[src/rtl/automute_pkg.sv]
package automute_pkg;

    typedef enum logic [1:0] {
        AM_IDLE  = 2'd0,
        AM_COUNT = 2'd1,
        AM_MUTED = 2'd2
    } am_state_t;

endpackage

[src/rtl/amute_level_cmp.sv]
module amute_level_cmp #(
    parameter int SAMPLE_W   = 24,
    parameter int THR_W      = 4,
    parameter int HYST_SHIFT = 2
) (
    input  logic [SAMPLE_W-1:0] sample_i,
    input  logic [THR_W-1:0]    thr_bit_i,
    input  logic                wide_i,
    output logic                quiet_o,
    output logic                loud_o
);

    localparam int MAG_W = SAMPLE_W - 1;

    logic [SAMPLE_W-1:0] neg_v;
    logic [MAG_W-1:0]    mag;
    logic [THR_W:0]      rel_bit;

    // absolute value, most negative code saturated
    always_comb begin
        neg_v = -sample_i;
        if (sample_i == {1'b1, {MAG_W{1'b0}}})
            mag = {MAG_W{1'b1}};
        else if (sample_i[SAMPLE_W-1])
            mag = neg_v[MAG_W-1:0];
        else
            mag = sample_i[MAG_W-1:0];
    end

    // power-of-two compares as shifted zero tests
    always_comb begin
        rel_bit = {1'b0, thr_bit_i} + (wide_i ? (THR_W+1)'(HYST_SHIFT) : '0);
        quiet_o = ((mag >> thr_bit_i) == '0);
        loud_o  = ((mag >> rel_bit) != '0);
    end

    // a release-level sample can never also be quiet
    always_comb begin
        p_quiet_excl_loud_r7: assert (!(quiet_o && loud_o))
            else $error("quiet and loud both set");
    end

endmodule

[src/rtl/amute_fsm.sv]
module amute_fsm
    import automute_pkg::*;
#(
    parameter int DUR_W = 16
) (
    input  logic             clk,
    input  logic             rst_n,
    input  logic             enable_i,
    input  logic             valid_i,
    input  logic             all_quiet_i,
    input  logic             any_loud_i,
    input  logic [DUR_W-1:0] duration_i,
    output logic             mute_o
);

    am_state_t        state_q, state_d;
    logic [DUR_W-1:0] cnt_q, cnt_d;
    logic [DUR_W:0]   cnt_inc;

    always_comb cnt_inc = {1'b0, cnt_q} + 1'b1;

    // next-state logic
    always_comb begin
        state_d = state_q;
        cnt_d   = cnt_q;
        if (!enable_i) begin
            state_d = AM_IDLE;
            cnt_d   = '0;
        end else begin
            unique case (state_q)
                AM_IDLE: begin
                    state_d = AM_COUNT;
                    cnt_d   = '0;
                end
                AM_COUNT: begin
                    if (valid_i) begin
                        if (!all_quiet_i) begin
                            cnt_d = '0;
                        end else if (cnt_inc >= {1'b0, duration_i}) begin
                            state_d = AM_MUTED;
                        end else begin
                            cnt_d = cnt_inc[DUR_W-1:0];
                        end
                    end
                end
                AM_MUTED: begin
                    if (valid_i && any_loud_i) begin
                        state_d = AM_COUNT;
                        cnt_d   = '0;
                    end
                end
                default: begin
                    state_d = AM_IDLE;
                    cnt_d   = '0;
                end
            endcase
        end
    end

    // state register
    always_ff @(posedge clk or negedge rst_n) begin
        if (!rst_n) begin
            state_q <= AM_IDLE;
            cnt_q   <= '0;
        end else begin
            state_q <= state_d;
            cnt_q   <= cnt_d;
        end
    end

    // outputs
    always_comb mute_o = (state_q == AM_MUTED);

    p_mute_needs_quiet_r4: assert property (@(posedge clk) disable iff (!rst_n)
        (!$past(mute_o) && mute_o) |-> $past(valid_i && all_quiet_i && enable_i))
        else $error("mute rose without a quiet sample");

    p_restart_on_noise_r5: assert property (@(posedge clk) disable iff (!rst_n)
        (enable_i && state_q == AM_COUNT && valid_i && !all_quiet_i) |=> (cnt_q == '0 && !mute_o))
        else $error("noisy sample did not restart the run");

    p_release_needs_loud_r6: assert property (@(posedge clk) disable iff (!rst_n)
        ($past(mute_o) && !mute_o && $past(enable_i)) |-> $past(valid_i && any_loud_i))
        else $error("mute released without a loud sample");

    p_hold_while_soft_r9: assert property (@(posedge clk) disable iff (!rst_n)
        (mute_o && enable_i && !(valid_i && any_loud_i)) |=> mute_o)
        else $error("mute dropped without cause");

    p_disabled_silent_r8: assert property (@(posedge clk) disable iff (!rst_n)
        !enable_i |=> !mute_o)
        else $error("mute while disabled");

endmodule

[src/rtl/automute_detector.sv]
module automute_detector #(
    parameter int NUM_CH     = 8,
    parameter int SAMPLE_W   = 24,
    parameter int THR_W      = 4,
    parameter int DUR_W      = 16,
    parameter int HYST_SHIFT = 2
) (
    input  logic                         clk,
    input  logic                         rst_n,
    input  logic                         smp_valid,
    input  logic [NUM_CH*SAMPLE_W-1:0]   smp_data,
    input  logic                         cfg_enable,
    input  logic [THR_W-1:0]             cfg_thr_bit,
    input  logic [DUR_W-1:0]             cfg_duration,
    input  logic                         cfg_wide_release,
    output logic                         mute_all,
    output logic [NUM_CH-1:0]            ch_quiet
);

    logic [NUM_CH-1:0] quiet_vec;
    logic [NUM_CH-1:0] loud_vec;
    logic              all_quiet;
    logic              any_loud;

    for (genvar c = 0; c < NUM_CH; c++) begin : g_ch
        amute_level_cmp #(
            .SAMPLE_W  (SAMPLE_W),
            .THR_W     (THR_W),
            .HYST_SHIFT(HYST_SHIFT)
        ) u_cmp (
            .sample_i (smp_data[c*SAMPLE_W +: SAMPLE_W]),
            .thr_bit_i(cfg_thr_bit),
            .wide_i   (cfg_wide_release),
            .quiet_o  (quiet_vec[c]),
            .loud_o   (loud_vec[c])
        );
    end

    always_comb begin
        all_quiet = &quiet_vec;
        any_loud  = |loud_vec;
    end

    // per-channel quiet flags of the last taken sample set
    always_ff @(posedge clk or negedge rst_n) begin
        if (!rst_n)
            ch_quiet <= '0;
        else if (!cfg_enable)
            ch_quiet <= '0;
        else if (smp_valid)
            ch_quiet <= quiet_vec;
    end

    amute_fsm #(
        .DUR_W(DUR_W)
    ) u_fsm (
        .clk        (clk),
        .rst_n      (rst_n),
        .enable_i   (cfg_enable),
        .valid_i    (smp_valid),
        .all_quiet_i(all_quiet),
        .any_loud_i (any_loud),
        .duration_i (cfg_duration),
        .mute_o     (mute_all)
    );

    p_flags_cleared_off_r8: assert property (@(posedge clk) disable iff (!rst_n)
        !cfg_enable |=> (ch_quiet == '0))
        else $error("channel flags set while disabled");

    p_mute_implies_quiet_r4: assert property (@(posedge clk) disable iff (!rst_n)
        (!$past(mute_all) && mute_all) |-> (&ch_quiet))
        else $error("mute rose with a non-quiet channel flag");

endmodule

[config.mk]
export PLATFORM = sky130hd
export DESIGN_NAME = automute_detector
export DESIGN_NICKNAME = d
export VERILOG_FILES = /design/src/rtl/automute_pkg.sv /design/src/rtl/amute_level_cmp.sv /design/src/rtl/amute_fsm.sv /design/src/rtl/automute_detector.sv
export SDC_FILE = /design/constraint.sdc
export NUM_CORES = 1
export LEC_CHECK = 0
export BUFFER_PORTS_ARGS = -buffer_cell sky130_fd_sc_hd__buf_2
export CAP_MARGIN = 20
export CORE_MARGIN = 2
export CORE_UTILIZATION = 25
export CTS_BUF_LIST = sky130_fd_sc_hd__clkbuf_16
export CTS_CLUSTER_DIAMETER = 100
export DETAILED_ROUTE_END_ITERATION = 6
export GPL_TIMING_DRIVEN = 0
export PLACE_DENSITY = 0.47
export REMOVE_ABC_BUFFERS = 1
export SYNTH_ARGS = -nofsm -noshare
export SYNTH_HDL_FRONTEND = slang
export SYNTH_HIERARCHICAL = 1
export SYNTH_SLANG_ARGS = --single-unit
[constraint.sdc]
create_clock -name clk -period 4.6 [get_ports clk]
set_input_delay 0.92 -clock clk [delete_from_list [all_inputs] [get_ports clk]]
set_output_delay 0.92 -clock clk [all_outputs]
set_load 0.01 [all_outputs]
==> flow_summary.ini, run 1 <==
[detailed_routing]
drtAntennaViolNets = 0
drtIter0Drc = 1152
wl_per_cell_um = 17.5
vias = 17200
wirelength_um = 52300
drc = 0
drtPass1Iterations = 5
via_per_inst = 5.77

[min_path]
worst_hold_path_type = reg -> reg

[critical_path]
end_kind = register
cp-start-kind = input port
cp.arrival_ps = 5160
path_buf_inv = 2
cp_max_fo = 10
crit_chain = buf_2, nor3_1, nand2_2, or4_1, a21oi_1, a31oi_2, a221oi_2, mux2i_1, o32ai_1, nand4_1, nor4_4, nand2_1, nand2_2, a21oi_4, nand2b_4, nand4b_4, buf_6, nor3_2, a221o_1
critPathMostFrequentCell = nand2_2
critPathKind = in -> reg
worst_path_max_delay_cell = or4_1
crit_required_ps = 4750
critical-path-top-delay-family = simple AND/OR/NAND/NOR gates
max_stage_delay_ps = 540

[synthesis]
synth_edf_count = 0
yosysMostFrequentCell = nor2_1
yosysSeqAreaShare = 0.0453
synthXorXnorAreaFrac = 0.0800
ys_top_cells_by_count = nor2_1 (201), nand2_1 (175), a21oi_1 (119)
synth_top_family_by_area = simple AND/OR/NAND/NOR gates
synth.distinct_cells = 96
synth_fa_ha_area_frac = 0.0358
ys_ff_latch = 26
synth_compound_area_frac = 0.357
netlist.top_cell.by_area = nor2_1
synth_top_area_share = 0.0526
ys_top_cells_by_area = nor2_1 (5.3%), xnor2_1 (4.7%), nand2_1 (4.6%), dfrtp_1 (4.5%), a21oi_1 (4.2%)
synth_mux_area_frac = 0.0363
synth_ff_type = dfrtp_1
syn_area_um2 = 14300
synthCells = 2107
yosysWarnings = 6
synth-simple-area-share = 0.364
syn_avg_cell_area_um2 = 6.81
async_flop_share = 1.00

[floorplanning]
rows = 87
ios = 226
die_area_um2 = 59300
core_um2 = 56600
fp.dieW_um = 244
fp.dieH_um = 244
start_util = 0.253

[clock_tree]
root_buffer = clkbuf_16
cts_buffers = 3
cts_tree = yes
hold_buffers = 0
clockBufferDepth = 2
clock_sinks = 26
path_clk_slew_ps = 70
worstSkewPairLatency_ps = 260
htree_levels = 1

[status]
status = finished with violations
failed_checks = negative setup slack

[global_route]
grt_max_degree = 113
antenna_found_initial = 13
use_met2 = 0.281
grt.busiest_layer = met2
grt_usage = 0.164
grt.overflow.total = 0
grtUsageMet1 = 0.226
grt_pass1_vias = 15900
grtUsageMet3 = 0.0115
grt_pass1_wl_um = 83400

[timing]
tns_ps = -6710
final_hold_viol_count = 0
finalCriticalPeriod_ps = 5020
fin_hold_ws_ps = 571
setup_ws_ps = -415
rsz0062_at_grt = true
maxSlewViolCount = 0
worst_slew_pin_slew_ps = 1030
setup_violations = 18
max_freq_mhz = 199
period_share = 1.09
fin_skew_ps = 3.20
relSlewSlack = 0.313

[place]
placed_area_um2 = 15600
port_buffers = 225
place_ws_ps = -1670
hpwl_um = 38900
gp_congestion = 0.870

[final_layout]
drive_gt1_frac = 0.237
final_cell_area_um2 = 16800
fillers = 6188
area_growth_pct = 17.0
fin_nets = 2476
seq_area_um2 = 651
multi_input_area_um2 = 13100
utilization = 0.297

[power_and_ir_drop]
power_switching_share = 0.500
power_density_nw_per_um2 = 109
vdd_drop_max_mv = 0.169
pwr-share-clk = 0.142
seqPwrFrac = 0.126
internal-power_mw = 0.915
combPwrFrac = 0.732
p_switching_mw = 0.914
power_leakage_nw = 5.97

[run]
maxCapViolations = 0
timing repair:
item | in CTS | in global routing
endpoints found under the setup margin | 18 | 18
cloned | 2 | 1
buffers inserted | 27 | 15
gates resized for setup | 85 | 43
pin swaps | 40 | 22
power by group through the flow:
stage	combinational, mW	clock, mW	sequential, mW
6_report	1.34	0.261	0.230
5_1_grt	1.48	0.275	0.230
4_1_cts	1.31	0.265	0.230
3_5_place_dp	1.25	0	0.234
3_3_place_gp	1.24	0	0.234
2_1_floorplan	0.769	0	0.234
registers in the layout (all words and copies together) (netlist names):
signal / count
ch_quiet: 8
u_fsm/cnt_q: 16
u_fsm/state_q: 2
cell type report:
class / instances / area share
diodes: 8 / 0.00119
clock inverters: 1 / 0.00179
multi-input cells: 1834 / 0.783
repair buffers: 270 / 0.0960
flip-flops and latches: 26 / 0.0388
clock buffers: 3 / 0.00447
inverters: 83 / 0.0188
well taps: 756 / 0.0564
stage by stage:
step / cells / total power [mW]
2_1_floorplan: 1942 / 1.00
3_3_place_gp: 2923 / 1.47
3_5_place_dp: 2925 / 1.49
4_1_cts: 2957 / 1.80
5_1_grt: 2979 / 1.99
6_report: 2981 / 1.83
cells by family after synthesis:
kind of cell / Yosys count
multiplexers: 49
AND/OR/NAND/NOR: 930
XOR/XNOR: 131
buffers and inverters: 248
adder cells (fa/ha/maj): 41
AO/OA/AOI/OAI: 682
flip-flops: 26
cells in the final DEF (no fill, tap or decap), types with 33 or more instances in the layout:
cell type    n
a21oi_1    117
nand2_1    174
xor2_1      54
xnor2_1     77
o21ai_0     69
ha_1        39
buf_4       38
or3_1       49
nand3_1     54
nand4_1     63
inv_1       75
o31ai_1     33
a31oi_1     47
buf_2      216
nor3_1      77
nor2_1     199
worst register-to-register path: stages, from the launching register on:
cell and delay [ps]:
dfrtp_1 480, nand4_1 220, or4_4 590, or2_4 290
xnor2_1 190, ha_1 280, nand3_1 110, nor2_1 60
a221o_1 390, a2111oi_4 460, nor2_4 110, clkbuf_16 180
a221o_1 290
metal layers:
layer  vias to the layer above  routed length (µm)
met1                      8267               24300
met3                        57                2240
met4                         8                 626
met2                       476               25000
met5                         -                  49
li1                       8384                   -
final timing paths:
| kind | from | end | slack, ps | cells after the start |
|---|---|---|---|---|
| setup / recovery | smp_data[5] | u_fsm/cnt_q[7] | -420 | 19 |
| hold / removal | u_fsm/cnt_q[1] | u_fsm/cnt_q[1] | 570 | 1 |
| setup reg to reg | u_fsm/cnt_q[3] | u_fsm/cnt_q[13] | 850 | 12 |
| hold reg to reg | u_fsm/cnt_q[1] | u_fsm/cnt_q[1] | 570 | 1 |
| max in group asynchronous | rst_n | ch_quiet[6] | 3520 | 1 |
| min in group asynchronous | rst_n | u_fsm/cnt_q[5] | 670 | 1 |
Note: power is estimated with default switching activity, not from simulation.
==> run 2: changes to the inputs <==
--- a/config.mk
+++ b/config.mk
@@ -5,7 +5,7 @@
 export SDC_FILE = /design/constraint.sdc
 export NUM_CORES = 1
 export LEC_CHECK = 0
-export BUFFER_PORTS_ARGS = -buffer_cell sky130_fd_sc_hd__buf_2
+export BUFFER_PORTS_ARGS = -buffer_cell sky130_fd_sc_hd__buf_4
 export CAP_MARGIN = 20
 export CORE_MARGIN = 2
 export CORE_UTILIZATION = 25
==> flow_summary.ini, run 2 (synthesis results as in run 1) <==
[timing]
worst_slew_pin_slew_ps = 677
fin_skew_ps = 2.83
maxSlewViolCount = 0
finalCriticalPeriod_ps = 5010
setup_violations = 17
period_share = 1.09
final_hold_viol_count = 0
setup_ws_ps = -411
relSlewSlack = 0.544
max_freq_mhz = 200
rsz0062_at_grt = true

[global_route]
grt_pass1_wl_um = 83100
grt_pass1_vias = 15700
grt_max_degree = 107
grt_usage = 0.164
grt.overflow.total = 0
antenna_found_initial = 2

[final_layout]
largest_register_ffs = 16
area_growth_pct = 18.9
drive_gt1_frac = 0.226
top_regs = u_fsm/cnt_q x16, ch_quiet x8, u_fsm/state_q x2
utilization = 0.301
fin_nets = 2461
top_register = u_fsm/cnt_q
stdcell_count = 2960
final_cell_mix = buf_4 (247), nor2_1 (199), nand2_1 (174), a21oi_1 (118), nor3_1 (78)
mostFrequentLayoutCell = buf_4

[floorplanning]
core_um2 = 56600
rows = 87
fp.dieH_um = 244
start_util = 0.253
die_area_um2 = 59300
fp.dieW_um = 244
ios = 226

[place]
gp_congestion = 0.858
port_buffers = 225
hpwl_um = 39100
dp.cells = 2926

[critical_path]
end_kind = register
cp-start-kind = input port
cp_max_fo = 4
crit_required_ps = 4750
cp.arrival_ps = 5160
critPathKind = in -> reg

[clock_tree]
clockBufferDepth = 2
worstSkewPairLatency_ps = 260
htree_levels = 1
path_clk_slew_ps = 70
root_buffer = clkbuf_16
cts_buffers = 3
cts_tree = yes
clock_sinks = 26

[detailed_routing]
vias = 16900
wirelength_um = 51900
drtPass1Iterations = 5
via_per_inst = 5.72
drtAntennaViolNets = 0
wl_per_cell_um = 17.5
drtIter0Drc = 1018
drc = 0

[power_and_ir_drop]
power_density_nw_per_um2 = 109
p_total_mw = 1.86
vdd_drop_max_mv = 0.151
power_leakage_nw = 6.05

[status]
failed_checks = negative setup slack
status = finished with violations

[run]
maxCapViolations = 0

[min_path]
worst_hold_path_type = in -> async
## run 2: cell count changes in the layout (fill, tap and decap cells not counted), moves of 4 or more
cell / change
buf_2: -216
buf_4: +209
nor4_2: +4
diode_2: -6
## run 2: final cells by class
| type | instances | area (µm²) |
|---|---|---|
| Timing Repair Buffer | 255 | 2000 |
| Inverter | 83 | 315 |
| Tap cell | 756 | 946 |
| Fill cell | 6195 | 39500 |
| Multi-Input combinational cell | 1834 | 13000 |
| Sequential cell | 26 | 651 |
| Antenna cell | 2 | 5.00 |
| Clock buffer | 3 | 75.1 |
| Clock inverter | 1 | 30.0 |
## run 2: repair_timing
action	4_1_cts	5_1_grt
setup endpoints to repair	18	18
gates cloned	2	0
hold buffers	0	0
pin swaps	29	15
buffers inserted	16	10
hold endpoints to repair	0	0
resized for setup	67	29
## run 2: power breakdown
part	switching, mW	leakage [nW]	internal, mW
registers	0.000810	0.361	0.229
clock network	0.0838	0.0511	0.173
logic	0.816	5.64	0.554
total	0.901	6.05	0.956
## run 2: metal layers
layer | wire length (µm) | vias up | global-route usage
met1 | 24500 | 8085 | 0.230
met3 | 2350 | 37 | 0.00958
met4 | 584 | 0 | 0.0208
met2 | 24500 | 460 | 0.281
li1 | - | 8355 | -
met5 | 0 | - | 0
## run 2: final timing paths
check | endpoint | slack [ps] | start | cells past startpoint
worst max-delay path | u_fsm/cnt_q[14] | -410 | smp_data[135] | 20
worst max register to register | u_fsm/cnt_q[13] | 880 | u_fsm/cnt_q[4] | 12
worst min register to register | u_fsm/cnt_q[1] | 570 | u_fsm/cnt_q[1] | 1
min in group clk | u_fsm/cnt_q[1] | 570 | u_fsm/cnt_q[1] | 1
max in group asynchronous | u_fsm/cnt_q[4] | 3760 | rst_n | 1
worst min-delay path | u_fsm/cnt_q[5] | 570 | rst_n | 1
## run 2: worst max-delay path: stages
cell and delay [ps]:
buf_6 90, or3_4 380, or4_4 420, or3_4 380
o221a_1 230, a221o_1 350, mux2_4 290, nor3b_2 180
o22ai_2 110, a211o_1 330, o2bb2ai_4 140, nor4_2 240
nand2_1 100, nand2_2 120, a21oi_4 80, nand2b_4 170
nand4b_4 150, buf_6 140, nor3_1 40, a221o_1 270
## run 2: per-stage QoR
stage          setup TNS, ps  area (µm²)  setup WS [ps]  hold WS (ps)
2_1_floorplan          -9600       13500           -616           508
3_3_place_gp          -59280       16100          -3030           538
3_5_place_dp          -28080       16200          -1680           539
4_1_cts                -5810       16800           -398           563
5_1_grt                -9700       17100           -609           585
6_report               -6100       17100           -411           567
==> run 3: changes to the inputs <==
--- a/config.mk
+++ b/config.mk
@@ -7,7 +7,6 @@
 export LEC_CHECK = 0
 export BUFFER_PORTS_ARGS = -buffer_cell sky130_fd_sc_hd__buf_4
 export CAP_MARGIN = 20
-export CORE_MARGIN = 2
 export CORE_UTILIZATION = 25
 export CTS_BUF_LIST = sky130_fd_sc_hd__clkbuf_16
 export CTS_CLUSTER_DIAMETER = 100
==> flow_summary.ini, run 3 (synthesis results as in run 1) <==
[status]
status = finished with violations
failed_checks = negative setup slack

[timing]
fin_skew_ps = 2.15
max_freq_mhz = 199
setup_ws_ps = -429
maxSlewViolCount = 0
relSlewSlack = 0.533
period_share = 1.09
finalCriticalPeriod_ps = 5030
setup_violations = 17
worst_slew_pin_slew_ps = 693
final_hold_viol_count = 0
rsz0062_at_grt = true

[final_layout]
fillers = 6143
top_register = u_fsm/cnt_q
area_growth_pct = 19.1
final_cell_mix = buf_4 (243), nor2_1 (198), nand2_1 (174), a21oi_1 (117), nor3_1 (79)
fin_nets = 2460
seq_area_um2 = 651
drive_gt1_frac = 0.227
top_regs = u_fsm/cnt_q x16, ch_quiet x8, u_fsm/state_q x2
multi_input_area_um2 = 13100
mostFrequentLayoutCell = buf_4
largest_register_ffs = 16

[critical_path]
cp.arrival_ps = 5170
regToRegEndpoint = u_fsm/cnt_q[15]
r2r_start = u_fsm/cnt_q[4]
r2r_setup_slack_ps = 800
crit_chain = buf_6, or3_4, or4_4, or3_4, o221a_1, a221o_1, mux2_4, nor3b_2, o22ai_2, a211o_1, o2bb2ai_4, nor4_2, nand2_1, nand2_2, a21oi_4, nand2b_4, nand4b_4, buf_6, nor3_1, a221o_1
end_kind = register
r2r_cells = 11
cp-start-kind = input port
path_buf_inv = 2
cp_max_fo = 6
critPathKind = in -> reg
crit_required_ps = 4740
worst_path_max_delay_cell = or4_4
critical-path-top-delay-family = simple AND/OR/NAND/NOR gates
max_stage_delay_ps = 430

[global_route]
antenna_found_initial = 1
grt_pass1_wl_um = 83900
grt.overflow.total = 0
grt_pass1_vias = 15800
grt_max_degree = 108
grtUsageMet3 = 0.0169
use_met2 = 0.282
grtUsageMet1 = 0.233
grt_usage = 0.168
grt.busiest_layer = met2

[place]
port_buffers = 225
gp_congestion = 0.855
place_ws_ps = -1670
hpwl_um = 39100

[detailed_routing]
drc = 0
drtAntennaViolNets = 0
vias = 17000
drtIter0Drc = 1101
drtPass1Iterations = 5
wirelength_um = 52200
via_per_inst = 5.74
wl_per_cell_um = 17.7

[floorplanning]
ios = 226
start_util = 0.254
core_um2 = 56500
rows = 87
die_area_um2 = 58400
fp.dieW_um = 242
fp.dieH_um = 242

[power_and_ir_drop]
combPwrFrac = 0.738
power_leakage_nw = 6.04
p_switching_mw = 0.909
internal-power_mw = 0.963
pwr-share-clk = 0.139
power_switching_share = 0.485
p_total_mw = 1.87
seqPwrFrac = 0.123
vdd_drop_max_mv = 0.139
power_density_nw_per_um2 = 110

[clock_tree]
path_clk_slew_ps = 70
hold_buffers = 0
htree_levels = 1
clock_sinks = 26
cts_tree = yes
root_buffer = clkbuf_16
worstSkewPairLatency_ps = 260
clockBufferDepth = 2
cts_buffers = 3

[run]
maxCapViolations = 0

[min_path]
worst_hold_path_type = in -> async
==> run 3: how the worst max path moves through the flow <==
stage                         from               to  slack [ps]  cells after the start
floorplan            smp_data[134]  u_fsm/cnt_q[15]        -620                     18
global placement    cfg_thr_bit[0]   u_fsm/cnt_q[0]       -2980                     16
detailed placement    smp_data[48]   u_fsm/cnt_q[0]       -1670                     20
CTS                  smp_data[135]   u_fsm/cnt_q[7]        -440                     20
global route         smp_data[135]   u_fsm/cnt_q[3]        -620                     20
finish               smp_data[135]  u_fsm/cnt_q[15]        -430                     20
==> run 3: through the flow <==
stage	util	cell area [µm²]	TNS, ps	cells	hold WS [ps]
5_1_grt	0.303	17100	-9660	2958	594
3_5_place_dp	0.286	16200	-27790	2926	542
6_report	0.303	17100	-6500	2958	560
2_1_floorplan	-	13500	-9600	1942	508
4_1_cts	0.299	16900	-5940	2948	567
3_3_place_gp	0.285	16100	-58290	2923	533
==> run 3: worst reg2reg max path: cells and delay by family, from the launching register on <==
family	cells	cell delay, ps
xor gates and xnor gates	1	190
AOI/OAI and AO/OA	3	1320
and+or+nand+nor	6	1360
adders and majority gates	1	280
DFF	1	540
==> run 3: per-layer routing <==
metal  up-vias  part of all wire
li1       8375                 -
met1      8156              0.47
met2       394              0.47
met3        41             0.044
met4         0             0.011
met5         -                 0
==> run 3: timing repair <==
| action | in CTS | in global routing |
|---|---|---|
| resized for setup | 83 | 26 |
| gates cloned | 3 | 0 |
| pin swaps | 40 | 14 |
| setup endpoints to repair | 18 | 18 |
| buffers inserted | 16 | 9 |
==> run 3: final cells by class <==
cell class,count,share of cell area
inverter,83,0.0183
clock inverter,1,0.00176
sequential,26,0.0381
antenna,1,0.000146
clock buffer,3,0.00439
multi-input combinational,1835,0.765
tap,756,0.0553
timing repair buffer,253,0.117
==> run 3: power groups by stage <==
| stage | logic, mW | clock network [mW] | registers, mW |
|---|---|---|---|
| 6_report | 1.38 | 0.260 | 0.230 |
| 5_1_grt | 1.53 | 0.275 | 0.230 |
| 4_1_cts | 1.36 | 0.266 | 0.230 |
| 3_5_place_dp | 1.31 | 0 | 0.234 |
| 3_3_place_gp | 1.29 | 0 | 0.234 |
| 2_1_floorplan | 0.769 | 0 | 0.234 |
